$ cat src/rtl/pmp_rf_pkg.sv
package pmp_rf_pkg;
  typedef enum logic [1:0] {
    MODE_OFF   = 2'd0,
    MODE_TOR   = 2'd1,
    MODE_NA4   = 2'd2,
    MODE_NAPOT = 2'd3
  } region_mode_e;

  localparam int CFG_W   = 8;
  localparam int ADDR_W  = 32;
  localparam int MODE_LO = 3;
  localparam int MODE_HI = 4;
  localparam int IDX_W   = 4;
endpackage

$ cat src/rtl/pmp_cfg_legal.sv
module pmp_cfg_legal
  import pmp_rf_pkg::*;
#(
  parameter int GRAIN = 2
) (
  input  logic [CFG_W-1:0] raw_i,
  output logic [CFG_W-1:0] legal_o
);
  logic [1:0] mode_in;
  logic [1:0] mode_out;

  assign mode_in = raw_i[MODE_HI:MODE_LO];

  generate
    if (GRAIN > 0) begin : g_no_na4
      assign mode_out = (mode_in == MODE_NA4) ? MODE_OFF : mode_in;
    end else begin : g_keep
      assign mode_out = mode_in;
    end
  endgenerate

  assign legal_o = {raw_i[7], 2'b00, mode_out, raw_i[2:0]};
endmodule

$ cat src/rtl/pmp_addr_view.sv
module pmp_addr_view
  import pmp_rf_pkg::*;
#(
  parameter int GRAIN = 2
) (
  input  logic [ADDR_W-1:0] stored_i,
  input  logic [1:0]        mode_i,
  output logic [ADDR_W-1:0] view_o
);
  generate
    if (GRAIN >= 2) begin : g_shape
      localparam int LOWN = GRAIN - 1;
      localparam logic [ADDR_W-1:0] LOW_MASK = (ADDR_W'(1) << LOWN) - ADDR_W'(1);
      always_comb begin
        view_o = stored_i;
        if (mode_i == MODE_OFF)   view_o = stored_i & ~LOW_MASK;
        if (mode_i == MODE_NAPOT) view_o = stored_i | LOW_MASK;
      end
    end else begin : g_plain
      logic unused_mode;
      assign unused_mode = ^mode_i;
      assign view_o = stored_i;
    end
  endgenerate
endmodule

$ cat src/rtl/pmp_region.sv
module pmp_region
  import pmp_rf_pkg::*;
#(
  parameter int GRAIN = 2
) (
  input  logic              clk,
  input  logic              rst,
  input  logic              we_cfg,
  input  logic              we_addr,
  input  logic [ADDR_W-1:0] wdata,
  output logic [CFG_W-1:0]  cfg_o,
  output logic [ADDR_W-1:0] addr_rd_o
);
  logic [CFG_W-1:0]  cfg_q;
  logic [CFG_W-1:0]  cfg_legal;
  logic [ADDR_W-1:0] addr_q;

  pmp_cfg_legal #(.GRAIN(GRAIN)) u_legal (
    .raw_i  (wdata[CFG_W-1:0]),
    .legal_o(cfg_legal)
  );

  always_ff @(posedge clk) begin
    if (rst) begin
      cfg_q  <= '0;
      addr_q <= '0;
    end else begin
      if (we_cfg)  cfg_q  <= cfg_legal;
      if (we_addr) addr_q <= wdata;
    end
  end

  pmp_addr_view #(.GRAIN(GRAIN)) u_view (
    .stored_i(addr_q),
    .mode_i  (cfg_q[MODE_HI:MODE_LO]),
    .view_o  (addr_rd_o)
  );

  assign cfg_o = cfg_q;


  cfg_pad_zero_chk: assert property (@(posedge clk) disable iff (rst)
    cfg_q[6:5] == 2'b00);


  no_na4_stored_chk: assert property (@(posedge clk) disable iff (rst)
    (GRAIN > 0) |-> (cfg_q[MODE_HI:MODE_LO] != MODE_NA4));


  addr_hold_chk: assert property (@(posedge clk) disable iff (rst)
    !we_addr |=> $stable(addr_q));
endmodule

$ cat src/rtl/pmp_regfile.sv
module pmp_regfile
  import pmp_rf_pkg::*;
#(
  parameter int                     NREG    = 4,
  parameter int                     GRAIN   = 2,
  parameter logic [NREG-1:0]        HW_MASK = 4'b1000,
  parameter logic [NREG*CFG_W-1:0]  HW_CFG  = {8'h9A, 24'h0},
  parameter logic [NREG*ADDR_W-1:0] HW_ADDR = {32'h0000_1234, 96'h0}
) (
  input  logic              clk,
  input  logic              rst,
  input  logic              acc_en,
  input  logic              acc_we,
  input  logic              acc_sel,
  input  logic [IDX_W-1:0]  acc_idx,
  input  logic [ADDR_W-1:0] acc_wdata,
  output logic [ADDR_W-1:0] rd_data
);
  localparam int NSLOT = 1 << IDX_W;

  logic [CFG_W-1:0]  cfg_arr  [NREG];
  logic [ADDR_W-1:0] addr_arr [NREG];
  logic [ADDR_W-1:0] rd_next;
  logic              rd_req;

  assign rd_req = acc_en && !acc_we;

  generate
    for (genvar i = 0; i < NREG; i++) begin : g_reg
      if (HW_MASK[i]) begin : g_fixed
        assign cfg_arr[i]  = HW_CFG[i*CFG_W +: CFG_W];
        assign addr_arr[i] = HW_ADDR[i*ADDR_W +: ADDR_W];
      end else begin : g_soft
        logic hit;
        assign hit = acc_en && acc_we && (acc_idx == IDX_W'(i));
        pmp_region #(.GRAIN(GRAIN)) u_region (
          .clk      (clk),
          .rst      (rst),
          .we_cfg   (hit && !acc_sel),
          .we_addr  (hit && acc_sel),
          .wdata    (acc_wdata),
          .cfg_o    (cfg_arr[i]),
          .addr_rd_o(addr_arr[i])
        );
      end
    end
  endgenerate

  always_comb begin
    rd_next = '0;
    for (int i = 0; i < NREG; i++) begin
      if (acc_idx == IDX_W'(i))
        rd_next = acc_sel ? addr_arr[i] : {{(ADDR_W-CFG_W){1'b0}}, cfg_arr[i]};
    end
  end

  always_ff @(posedge clk) begin
    if (rst)         rd_data <= '0;
    else if (rd_req) rd_data <= rd_next;
  end


  reset_clear_chk: assert property (@(posedge clk)
    rst |=> (rd_data == '0));


  rd_hold_chk: assert property (@(posedge clk) disable iff (rst)
    !rd_req |=> $stable(rd_data));


  out_of_range_zero_chk: assert property (@(posedge clk) disable iff (rst)
    (rd_req && (int'(acc_idx) >= NREG) && (NREG < NSLOT)) |=> (rd_data == '0));
endmodule

$ cat config.mk
export PLATFORM = sky130hd
export DESIGN_NAME = pmp_regfile
export DESIGN_NICKNAME = d
export VERILOG_FILES = /design/src/rtl/pmp_rf_pkg.sv /design/src/rtl/pmp_cfg_legal.sv /design/src/rtl/pmp_addr_view.sv /design/src/rtl/pmp_region.sv /design/src/rtl/pmp_regfile.sv
export SDC_FILE = /design/constraint.sdc
export NUM_CORES = 1
export LEC_CHECK = 0
export ABC_CLOCK_PERIOD_IN_PS = 2300
export CAP_MARGIN = 20
export CORE_UTILIZATION = 40
export CTS_CLUSTER_DIAMETER = 200
export DETAILED_ROUTE_END_ITERATION = 8
export GPL_ROUTABILITY_DRIVEN = 1
export PLACE_DENSITY = 0.68
export REMOVE_ABC_BUFFERS = 1
export SYNTH_ARGS = -nofsm -noshare
export SYNTH_HDL_FRONTEND = slang
export SYNTH_SLANG_ARGS = --single-unit
$ cat constraint.sdc
create_clock -name clk -period 2.3 [get_ports clk]
set_input_delay 0.46 -clock clk [delete_from_list [all_inputs] [get_ports clk]]
set_output_delay 0.46 -clock clk [all_outputs]
set_load 0.02 [all_outputs]
==> summary.md <==
| Metric | Value |
|---|---|
| Status | finished with violations |
| Failing checks | DRC |
| Setup Buffers After CTS | 0 |
| Worst VDD drop | 0.5236 mV |
| Final ANT Viol Nets | 0 |
| WP data required | between 2 and 3 ns |
| GRT Total Usage | 0.2222 |
| Total I/O pin count | 73 |
| CTS tree | built |
| Largest net degree at the start of global routing | 77 |
| EDFF count, synth | 0 |
| Slew headroom | 0.7035 |
| CP Max Fanout | 19 |
| Reg2reg start | g_reg[0].g_soft.u_region.cfg_o[3] |
| Setup ws final | 0.2816 ns |
| Design Area, Final | 7824 um2 |
| Area leader, netlist | dfxtp_1 |
| Core area | 14640 um2 |
| Clk_lat worst skew | 0.43 ns |
| Longest Clk Path Bufs | 2 |
| Layout Nets | approximately 830 |
| Worst min path class | primary input to register |
| Most instantiated library cell after synthesis | nand2_1 |
| First-pass DRT Iterations | 7 |
| 1st-iter DRT viols | roughly 550 |
| Resize count post-CTS | 0 |
| Final instance count without filler cells | 990 |
| Vias in the first global route | around 5400 |
| Via count | between 5000 and 6000 |
| Yosys reg bits | ~150 |
| Grt ovf | 0 |
| Pins Over Slew Limit | 0 |
| Beginning of the critical path | acc_idx[3] |
| Leakage | 2.655 nW |
| Initial Util | 0.4125 |
| Port buffer count | 72 |
| Residual DRC count | 12 |
| CP arrival | between 2 and 2.5 ns |
| DIE HEIGHT | 124.9 um |
| CP Capture Type | register |
| R2r setup slk | just over 0.9 ns |
| Worst setup SP type | primary input |
| Share of the synthesized area in the top cell type | 0.4838 |
| Fmax | roughly 500 MHz |
| DIE WIDTH | approximately 120 um |
| Final Cycle Share | 0.8776 |
| Worst Setup Path Type | primary input to register |
| Synth top cells by count | nand2_1, dfxtp_1, a21oi_1, nor2_1, mux2i_1 |
| Tightest Pin Transition | between 0.4 and 0.5 ns |
| Placed cell count | 958 |
| Post-synthesis sequential area ratio | 0.4838 |
| Reg2Reg Capture Point | rd_data[0] |
| Dominant cells by area after synthesis | dfxtp_1, nand2_1, a21oi_1, mux2i_1, o2bb2ai_1 |
| Clk sink count | 146 |
| Num rows | 44 |
| GP Congestion | roughly 0.79 |
| CTS Buf Count | 17 |
| N_diodes | 0 |
| Post-synthesis cell type count | 45 |
| Pwr/cell area | between 700 and 800 nW/um2 |
| Max-cap violations | 0 |
| Synth Cell Area | between 6000 and 7000 um2 |
| Post-DP Area | between 7000 and 8000 um2 |
| Global-route wire length before repair | around 27 mm |
| Via density per instance | approximately 5.5 |
| H-tree depth | 4 |
| Drt wl/cell | 16.70 um |
| Area Overhead vs Synth | 29.52% |
| Pre-CTS setup slack | -0.1463 ns |
| WL final | between 15 and 20 mm |
| Worst Setup EP | g_reg[2].g_soft.u_region.addr_q[25] |
| Cts hold-fix bufs | 0 |
| Post-synth top flop | dfxtp_1 |
| Final setup violating endpoints | 0 |
| Clock-pin slew on the worst setup and hold paths | 0.06 ns |
| Root Buffer | clkbuf_16 |
| Layout cells sized above 1 | 0.1179 |
| Final hold violations | 0 |
| Final Skew | between 0.006 and 0.007 ns |
| Filler instances | roughly 1300 |
| Mapped Cells | just over 700 |
| Unrepaired setup endpoints after global routing | no |
| Count of synthesis-stage warnings from yosys | 0 |
| Final min period | between 2 and 2.5 ns |
| Syn Area/Cell | roughly 8.5 um2 |
| Ys async rst share | 0 |
| Post-DP HPWL | roughly 11 mm |
| Setup_tns | 0 ns |
| Initial antenna violation count | 0 |
| R2R depth | 4 |
| Die area | 15600 um2 |
## registers in the layout, summed over array words and instances (netlist names)
| name | cells |
|---|---|
| g.g_soft.u_region.addr_q | 96 |
| g.g_soft.u_region.cfg_o | 18 |
| rd_data | 32 |
## metal layers
layer	wire, um	GRT usage	part of all wire
met5	0	0	0
met1	7306	0.2817	0.44
met2	7905	0.3678	0.48
met3	1094	0.05455	0.066
met4	231	0.07676	0.014
## critical path, stage by stage
cell and delay (ns):
clkdlybuf4s50_1 0.43, buf_4 0.15, or3b_1 0.52, nor4_4 0.27, buf_4 0.31, nand2_1 0.08, a21oi_1 0.13
## cell usage in the layout, fill, tap and decap left out, types with 2 or more instances in the layout
master / netlist / layout
nand2_1: 197 / 197
dfxtp_1: 146 / 146
a21oi_1: 107 / 107
clkdlybuf4s50_1: 0 / 70
nor2_1: 49 / 49
mux2i_1: 45 / 45
buf_4: 0 / 42
o2bb2ai_1: 26 / 26
a22oi_1: 24 / 24
clkbuf_16: 0 / 17
nor3_1: 7 / 7
o21ai_0: 7 / 7
buf_12: 0 / 6
nand3b_1: 5 / 5
mux4_2: 4 / 4
nor4_4: 2 / 4
clkbuf_8: 0 / 4
nor2b_1: 3 / 3
o2111ai_1: 3 / 3
clkinv_2: 0 / 3
bufinv_16: 0 / 3
inv_6: 0 / 3
nor4b_4: 1 / 2
inv_1: 2 / 2
clkinv_4: 0 / 2
## power by group
group	total, W	switching, W	leakage, nW	internal [W]
clock	0.00291	0.00108	0.314	0.00183
sequential	0.00255	0.00000773	1.18	0.00254
combinational	0.000363	0.000211	1.16	0.000152
total	0.00582	0.00130	2.66	0.00452
## final cells by class
cell class	count	area [um2]	area share
clock buffers	21	480.5	0.06141
multi-input cells	507	2893	0.3697
flip-flops and latches	146	2923	0.3736
repair buffers	119	1141	0.1458
clock inverters	11	148.9	0.01903
inverters	2	7.507	0.0009595
well taps	184	230.2	0.02943
## worst min-delay path by stage
stage | startpoint | to | cells after the start
after floorplan | g_reg[1].g_soft.u_region.addr_q[4] | g_reg[1].g_soft.u_region.addr_q[4] | 2
after global placement | g_reg[1].g_soft.u_region.addr_q[4] | g_reg[1].g_soft.u_region.addr_q[4] | 2
after detailed placement | g_reg[2].g_soft.u_region.addr_q[2] | g_reg[2].g_soft.u_region.addr_q[2] | 2
after CTS | rst | g_reg[1].g_soft.u_region.cfg_o[1] | 2
after global routing | rst | g_reg[1].g_soft.u_region.cfg_o[4] | 2
final | rst | g_reg[1].g_soft.u_region.cfg_o[1] | 2
## through the flow
stage	utilization	power [W]	hold slack, ns
floorplan	-	0.002698	0.4268
global placement	0.4913	0.002961	0.4400
detailed placement	0.4913	0.002966	0.4460
CTS	0.5343	0.005853	0.4189
global route	0.5343	0.005996	0.4328
finish	0.5343	0.005823	0.4232
## cell families after synthesis
family / after synthesis / share of synthesized area
AOI/OAI and AO/OA: 176 / 0.1781
adders and majority gates: 1 / 0.001657
buffers and inverters: 60 / 0.04267
DFF: 146 / 0.4838
and+or+nand+nor: 280 / 0.2024
muxes: 50 / 0.09134
Note: power is estimated with default switching activity, not from simulation.
